[src/rtl/pirq_pkg.sv]
`timescale 1ns/1ps
package pirq_pkg;

    localparam int SRC_SEL_W = 2;
    localparam int SRC_N     = 1 << SRC_SEL_W;
    localparam int DIV_W     = 4;
    localparam int DEB_HOLD  = 4;
    localparam int KEY_W     = 4;

    typedef enum logic [2:0] {
        RA_FILT_EN  = 3'd0,
        RA_EDGE_SEL = 3'd1,
        RA_IRQ_EN   = 3'd2,
        RA_FLAGS    = 3'd3,
        RA_CLK_CTL  = 3'd4,
        RA_KEY_CFG  = 3'd5,
        RA_LEVEL    = 3'd6
    } reg_addr_e;

    typedef struct packed {
        logic [DIV_W-1:0]     div;
        logic [SRC_SEL_W-1:0] src;
    } clk_ctl_t;

    function automatic logic [KEY_W-1:0] key_mask(input logic [1:0] cfg);
        case (cfg)
            2'd1:    return 4'b0011;
            2'd2:    return 4'b0111;
            2'd3:    return 4'b1111;
            default: return 4'b0000;
        endcase
    endfunction

endpackage

[src/rtl/pirq_tick_gen.sv]
`timescale 1ns/1ps
module pirq_tick_gen
    import pirq_pkg::*;
(
    input  logic                 clk,
    input  logic                 rst,
    input  logic [SRC_N-1:0]     src_tick,
    input  logic [SRC_SEL_W-1:0] sel,
    input  logic [DIV_W-1:0]     div,
    output logic                 tick
);
    localparam int CNT_W = (1 << DIV_W) - 1;

    logic [CNT_W-1:0] cnt_q;
    logic [CNT_W-1:0] mask;
    logic             src_on;

    assign src_on = src_tick[sel];
    assign mask   = (CNT_W'(1) << div) - CNT_W'(1);
    assign tick   = src_on && ((cnt_q & mask) == mask);

    always_ff @(posedge clk) begin
        if (rst)
            cnt_q <= '0;
        else if (src_on)
            cnt_q <= cnt_q + CNT_W'(1);
    end
endmodule

[src/rtl/pirq_debounce.sv]
`timescale 1ns/1ps
module pirq_debounce #(
    parameter int HOLD = 4
) (
    input  logic clk,
    input  logic rst,
    input  logic tick,
    input  logic din,
    output logic dout
);
    localparam int CW = (HOLD > 1) ? $clog2(HOLD) : 1;

    logic [CW-1:0] run_q;

    always_ff @(posedge clk) begin
        if (rst) begin
            dout  <= 1'b0;
            run_q <= '0;
        end else if (tick) begin
            if (din != dout) begin
                if (run_q == CW'(HOLD - 1)) begin
                    dout  <= din;
                    run_q <= '0;
                end else begin
                    run_q <= run_q + CW'(1);
                end
            end else begin
                run_q <= '0;
            end
        end
    end
endmodule

[src/rtl/pirq_flag_bank.sv]
`timescale 1ns/1ps
module pirq_flag_bank #(
    parameter int NPINS = 8
) (
    input  logic             clk,
    input  logic             rst,
    input  logic [NPINS-1:0] level,
    input  logic [NPINS-1:0] edge_sel,
    input  logic [NPINS-1:0] irq_en,
    input  logic [NPINS-1:0] clr,
    output logic [NPINS-1:0] flags,
    output logic             irq
);
    logic [NPINS-1:0] prev_q;
    logic [NPINS-1:0] hit;

    for (genvar i = 0; i < NPINS; i++) begin : g_edge
        assign hit[i] = edge_sel[i] ? (prev_q[i] & ~level[i])
                                    : (~prev_q[i] & level[i]);
    end

    always_ff @(posedge clk) begin
        if (rst) begin
            prev_q <= '0;
            flags  <= '0;
        end else begin
            prev_q <= level;
            flags  <= (flags & ~clr) | hit;
        end
    end

    assign irq = |(flags & irq_en);
endmodule

[src/rtl/port_irq_keyrst.sv]
`timescale 1ns/1ps
module port_irq_keyrst
    import pirq_pkg::*;
#(
    parameter int NPINS = 8,
    parameter int DW    = 8
) (
    input  logic             clk,
    input  logic             rst,
    input  logic [NPINS-1:0] pin_in,
    input  logic [SRC_N-1:0] src_tick,
    input  logic             reg_wr,
    input  logic [2:0]       reg_addr,
    input  logic [DW-1:0]    reg_wdata,
    output logic [DW-1:0]    reg_rdata,
    output logic             irq,
    output logic             key_rst_req
);
    localparam int CTL_W = $bits(clk_ctl_t);

    logic [NPINS-1:0] filt_en, edge_sel, irq_en;
    clk_ctl_t         clk_ctl;
    logic [1:0]       key_cfg;
    logic [NPINS-1:0] sync1_q, sync2_q;
    logic [NPINS-1:0] deb_q, level, flags, clr;
    logic             tick;
    reg_addr_e        addr;

    assign addr = reg_addr_e'(reg_addr);

    always_ff @(posedge clk) begin
        if (rst) begin
            filt_en  <= '0;
            edge_sel <= '0;
            irq_en   <= '0;
            clk_ctl  <= '0;
            key_cfg  <= '0;
        end else if (reg_wr) begin
            case (addr)
                RA_FILT_EN:  filt_en  <= reg_wdata[NPINS-1:0];
                RA_EDGE_SEL: edge_sel <= reg_wdata[NPINS-1:0];
                RA_IRQ_EN:   irq_en   <= reg_wdata[NPINS-1:0];
                RA_CLK_CTL:  clk_ctl  <= clk_ctl_t'(reg_wdata[CTL_W-1:0]);
                RA_KEY_CFG:  key_cfg  <= reg_wdata[1:0];
                default: ;
            endcase
        end
    end

    assign clr = (reg_wr && addr == RA_FLAGS) ? reg_wdata[NPINS-1:0] : '0;

    always_ff @(posedge clk) begin
        if (rst) begin
            sync1_q <= '0;
            sync2_q <= '0;
        end else begin
            sync1_q <= pin_in;
            sync2_q <= sync1_q;
        end
    end

    pirq_tick_gen u_tick (
        .clk      (clk),
        .rst      (rst),
        .src_tick (src_tick),
        .sel      (clk_ctl.src),
        .div      (clk_ctl.div),
        .tick     (tick)
    );

    for (genvar i = 0; i < NPINS; i++) begin : g_pin
        pirq_debounce #(.HOLD(DEB_HOLD)) u_deb (
            .clk  (clk),
            .rst  (rst),
            .tick (tick),
            .din  (sync2_q[i]),
            .dout (deb_q[i])
        );
        assign level[i] = filt_en[i] ? deb_q[i] : sync2_q[i];
    end

    pirq_flag_bank #(.NPINS(NPINS)) u_flags (
        .clk      (clk),
        .rst      (rst),
        .level    (level),
        .edge_sel (edge_sel),
        .irq_en   (irq_en),
        .clr      (clr),
        .flags    (flags),
        .irq      (irq)
    );

    always_ff @(posedge clk) begin
        if (rst)
            key_rst_req <= 1'b0;
        else
            key_rst_req <= (key_cfg != 2'd0) &&
                           ((level[KEY_W-1:0] & key_mask(key_cfg)) == '0);
    end

    always_comb begin
        case (addr)
            RA_FILT_EN:  reg_rdata = DW'(filt_en);
            RA_EDGE_SEL: reg_rdata = DW'(edge_sel);
            RA_IRQ_EN:   reg_rdata = DW'(irq_en);
            RA_FLAGS:    reg_rdata = DW'(flags);
            RA_CLK_CTL:  reg_rdata = DW'(clk_ctl);
            RA_KEY_CFG:  reg_rdata = DW'(key_cfg);
            RA_LEVEL:    reg_rdata = DW'(level);
            default:     reg_rdata = '0;
        endcase
    end
endmodule

[config.mk]
export PLATFORM = sky130hd
export DESIGN_NAME = port_irq_keyrst
export DESIGN_NICKNAME = d
export VERILOG_FILES = /design/src/rtl/pirq_pkg.sv /design/src/rtl/pirq_tick_gen.sv /design/src/rtl/pirq_debounce.sv /design/src/rtl/pirq_flag_bank.sv /design/src/rtl/port_irq_keyrst.sv
export SDC_FILE = /design/constraint.sdc
export NUM_CORES = 1
export LEC_CHECK = 0
export ABC_AREA = 1
export BUFFER_PORTS_ARGS = -buffer_cell sky130_fd_sc_hd__buf_2
export CORE_ASPECT_RATIO = 0.75
export CORE_MARGIN = 2
export CORE_UTILIZATION = 55
export CTS_BUF_LIST = sky130_fd_sc_hd__clkbuf_4
export DETAILED_ROUTE_END_ITERATION = 16
export PLACE_DENSITY = 0.83
export REMOVE_ABC_BUFFERS = 1
export SKIP_LAST_GASP = 1
export SLEW_MARGIN = 40
export SYNTH_ARGS = -nofsm -noshare
export SYNTH_HDL_FRONTEND = slang
export SYNTH_HIERARCHICAL = 1
export SYNTH_SLANG_ARGS = --single-unit
[constraint.sdc]
create_clock -name clk -period 3.8 [get_ports clk]
set_clock_uncertainty 0.15 [all_clocks]
set_input_delay 0.19 -clock clk [delete_from_list [all_inputs] [get_ports clk]]
set_output_delay 0.19 -clock clk [all_outputs]
set_load 0.005 [all_outputs]
### Word level (Yosys, flattened, before mapping)

Cells that the tools add are included.

* flip-flop bits (word level): 104
* latch bits: 0
* RAM bits: 0
* ROM bits: 0
* input bits: 26
* output and inout port bits: 10
* logic and storage cells: 162
* memories: 0

* add/subtract/negate cells: 10
* $mul: 0
* div/mod/pow operators: 0
* $lt $le $gt $ge: 1
* eq/ne operators: 26
* shift-type cells: 1
* muxes and demuxes: 38
* bitwise operators: 38
* reductions and logical operators: 20

Operators with widths (count)
* $pmux W8 S7: 1
* $mux W2: 16
* $reduce_and A3 Y1: 8
* $eq A2 B2 Y1 const B: 10
* $mux W1: 17
* $add A2 B1 Y2 const B: 8
* $and A1 B1 Y1: 16
* $and A8 B8 Y8: 2
* $not A1 Y1: 16
* $add A15 B1 Y15 const B: 1
* $and A15 B15 Y15: 1
* $eq A15 B15 Y1: 1
* $shl A1 B4 Y15 const A: 1
* $sub A15 B2 Y15 const B: 1
* $pmux W4 S3: 1
* $reduce_and A2 Y1: 5
* $eq A3 B3 Y1 const B: 3
* $mux W8: 1
* $ne A1 B1 Y1: 8
* $not A8 Y8: 1
* $or A8 B8 Y8: 1
* $reduce_or A8 Y1: 1
* $eq A3 B2 Y1 const B: 2
* $and A4 B4 Y4: 1
* other kinds (9): 11

### Logic depth before layout (Yosys ltp)

* depth after elaboration: 6
* mapped depth: 17
* mapped depth without buffers: 16

### By module

The synthesis kept the hierarchy.

By module, submodules not included
* port_irq_keyrst: times used 1, cells each 394, area each 2506.2 µm², seq. area each 980.9 µm²
* pirq_tick_gen: times used 1, cells each 227, area each 1253.7 µm², seq. area each 300.3 µm²
* pirq_debounce: times used 8, cells each 20, area each 150.1 µm², seq. area each 60.1 µm²
* pirq_flag_bank: times used 1, cells each 119, area each 749.5 µm², seq. area each 320.3 µm²

### Worst setup path before layout

No wires, ideal clock.

* kind: register -> register
* start: register clk_ctl[3] (netlist bit)
* end: register g_pin[0].u_deb.dout
* setup time: 0.119 ns
* arrival time: 2.882 ns
* data required time: 3.531 ns
* slack: 0.649 ns
* cell stages (with the launch flop): 18
* path buffers: 1
* period minus slack after synthesis: 3.151 ns
* path through: dfxtp_1 -> buf_6 -> nor2_1 -> inv_1 -> nor2_4 -> inv_1 -> ha_1 -> nor2_1 -> a21oi_1 -> nand3_1 -> nor2_1 -> nand2_1 -> inv_1 -> nand2_1 -> nor2_1 -> inv_1 -> nor3_1 -> nor3_1

* word-level cells in the longest chain between the ends: 6

Ends and longest elaborated chain
* from (decl): line port_irq_keyrst.sv:22 `clk_ctl_t clk_ctl;`
* from (signal assigned): line port_irq_keyrst.sv:43 `RA_CLK_CTL: clk_ctl <= clk_ctl_t'(reg_wdata[CTL_W-1:0]);`
* $shl A1 B4 Y15 (*): line pirq_tick_gen.sv:19 `assign mask = (CNT_W'(1) << div) - CNT_W'(1);`
* $sub A15 B2 Y15 (*): line pirq_tick_gen.sv:19
* $and A15 B15 Y15: line pirq_tick_gen.sv:20 `assign tick = src_on && ((cnt_q & mask) == mask);`
* $eq A15 B15 Y1 (*): line pirq_tick_gen.sv:20
* $logic_and A1 B1 Y1 (*): line pirq_tick_gen.sv:20
* named net tick: line port_irq_keyrst.sv:26 `logic tick;`
* $reduce_and A3 Y1 (no line) (*)
* to (signal assigned): line pirq_debounce.sv:22 `dout <= din;`
* to (decl): line pirq_debounce.sv:9 `output logic dout`

The timed path passes the listed nets; every way through them passes the cells marked *.
A chain may end at the register's enable or synchronous reset.

### Worst setup path in the final report

* start: register clk_ctl[4] (netlist bit)
* end: register g_pin[3].u_deb.dout

* word-level cells in the longest chain between the ends: 6

Ends and longest elaborated chain (line)
* $shl A1 B4 Y15 (*): pirq_tick_gen.sv:19
* $sub A15 B2 Y15 (*): pirq_tick_gen.sv:19
* $and A15 B15 Y15: pirq_tick_gen.sv:20
* $eq A15 B15 Y1 (*): pirq_tick_gen.sv:20
* $logic_and A1 B1 Y1 (*): pirq_tick_gen.sv:20
* named net tick: port_irq_keyrst.sv:26
* $reduce_and A3 Y1 (no line) (*)
* to (signal assigned): pirq_debounce.sv:22
* to (decl): pirq_debounce.sv:9

Marked as above.

==> summary.md <==
| Metric | Value |
|---|---|
| Min Clock Period, post-route | `2676 ps` |
| Cts repair resizes | `0` |
| Core Region | `10,210 sq um` |
| Avg Cell Area, Syn | `6.345 sq um` |
| # hold bufs at CTS | `17` |
| Largest net degree at the start of global routing | `36` |
| Total grt overflow | `0` |
| Relative slew slack | `46.05%` |
| Ports | `36` |
| Clk slew on worst S/H paths | `150 ps` |
| Crit end category | `flip-flop` |
| Max reg flops | `16` |
| Fin crit share | `slightly above 70%` |
| R2R cell count | `17` |
| PD cells | `311.4 nW/um^2` |
| CP Class | `reg2reg` |
| DIE HEIGHT | `between 90 and 100 um` |
| RSZ-0062 raised after global routing | `no` |
| Total CTS buffers | `9` |
| Number of global-route vias before repair | `4,797` |
| Die area | `about 11,000 sq um` |
| Worst path arrival time | `2880 ps` |
| Post-route DRC | `0` |
| Post-Syn Area | `~5700 sq um` |
| Max VDD drop | `~0.21 mV` |
| Lkg Pwr | `0.002767 uW` |
| Longest Clk Path Bufs | `2` |
| Hold depth | `3` |
| Commonest non-fill, non-tap cell in the layout | `nand2_1` |
| Number of fill cells | `966` |
| Post-DP HPWL | `9494 um` |
| Cells after synthesis | `900` |
| Clock Sinks | `104` |
| Routability cong. | `0.8803` |
| First-pass GRT wire length | `22,320 um` |
| Initial DRC count | `about 590` |
| Top-area cell type share of the netlist area | `around 36%` |
| Most frequent cells in the layout | `207 x nand2_1, 159 x inv_1, 143 x nor2_1` |
| Setup TNS | `0 ps` |
| Hold_sp | `rst` |
| Via density | `5.082` |
| Achievable Freq | `approximately 370 MHz` |
| Post-CTS setup buffer count | `0` |
| Worst hold path type | `in2reg` |
| Wire per inst | `12.35 um` |
| Vias | `5,509` |
| GRT Resource Usage Total | `24.84%` |
| Largest registers | `g_pin.u_deb/run_q: 16 flops, u_tick/cnt_q: 15 flops` |
| CTS tree | `done` |
| Maxcap violations | `0` |
| Initial core utilization | `between 50% and 60%` |
| Layout cells sized above 1 | `under 10%` |
| Post-route ant nets | `0` |
| Critical-path maximum fanout | `32` |
| CP startpoint | `clk_ctl[4]` |
| Largest Register | `g_pin.u_deb/run_q` |
| Number of diodes | `0` |
| Worst slew pin tran | `804.2 ps` |
| Slew Limit Fails | `0` |
| Antenna violations before repair | `0` |
| Post-synthesis sequential area ratio | `36.46%` |
| # rows | `32` |
| DRT Wirelength | `between 10,000 and 15,000 um` |
| Synth area leaders | `dfxtp_1 36%, nand2_1 14%, inv_1 10%` |
| Worst Path Required | `4000 ps` |
| Netlist cell types | `32` |
| Syn-to-layout area delta | `8.786%` |
| CP Launch Type | `flip-flop` |
| Port bufs | `35` |
| Final setup viols | `0` |
| Worst skew pair latency | `470 ps` |
| Width of the die | `121.7 um` |
| Final core occ | `60.85%` |
| Outcome | `finished, final reports clean` |
| TritonRoute pass-1 iters | `7` |
| Reg2reg start | `clk_ctl[4]` |
| Flops & latches, synth | `104` |
| Root Buffer | `clkbuf_4` |
| Yosys top cell by area | `dfxtp_1` |
| Nets@finish | `979` |
| Final Hold Fails | `0` |
| H-tree lvl count | `3` |
| YS warnings | `6` |
[critical path, stage by stage (launching register included)]
cell and delay [ps]:
dfxtp_1 470, nor2_4 220, inv_2 70, nor2_4 110, inv_1 40, ha_1 260
nor2_1 30, a21oi_1 110, nand3_1 80, nor2_1 90, nand2_1 50, inv_1 50
nand2_1 60, nor2_2 80, buf_4 300, inv_1 120, nor3_1 200, nor3_1 60
[stage by stage]
stage	cell area (sq um)	worst slack, ps	total power (uW)	hold slack, ps	cells
after global placement	5929	1212	1426	237.4	1051
after global routing	6212	785.7	2032	91.24	1084
final	6212	1124	1935	95.58	1084
after detailed placement	5929	1157	1431	242.2	1051
after floorplan	5559	658.7	1331	109.1	877
after CTS	6212	1139	1952	49.42	1084
[where the power goes]
part           switching, uW  total [uW]  leakage, uW  internal (uW)
Clock                    374         509    0.0000594            134
Sequential              27.2        1150     0.000846           1130
Combinational            183         273      0.00186           89.7
[area by class of cell]
cell class	instances	area [sq um]	share of cell area, %
Multi-Input combinational cell	606	2850	45.88
Sequential cell	104	2082	33.51
Inverter	167	629.4	10.13
Timing Repair Buffer	55	367.9	5.921
Tap cell	136	170.2	2.739
Clock buffer	9	67.56	1.088
Clock inverter	7	45.04	0.7251
[cell usage after synthesis, drive strengths merged]
library cell	n
nand2	219
inv	166
nor2	154
dfxtp	104
nand3	89
a21oi	49
nand4	31
nor3	21
o21ai	19
buf	18
ha	10
o21bai	9
clkbuf	5
and2	1
clkinv	1
nand3b	1
o2111ai	1
xnor2	1
xor2	1
[path summary, 6_finish.rpt]
check,to,slack [ps]
max,g_pin[3].u_deb/dout,1120
min,sync1_q[3],100
max reg2reg,g_pin[3].u_deb/dout,1120
min reg2reg,sync2_q[2],260
[cell families after synthesis]
kind of cell,count (synthesis),synth area share [%]
AOI/OAI and AO/OA,78,7.296
adders and majority gates,10,2.191
and+or+nand+nor,516,40.07
DFF,104,36.46
buffers and inverters,190,13.67
xor gates and xnor gates,2,0.3068
[routing by layer]
layer | track usage (%) | vias up | part of all wire [%]
met5 | 0 | - | 0
met4 | 6.513 | 0 | 1.3
met3 | 5.162 | 18 | 7.4
met2 | 37.55 | 176 | 42
met1 | 35.93 | 2423 | 50
li1 | - | 2892 | -
(Power assumes the default switching activity.)
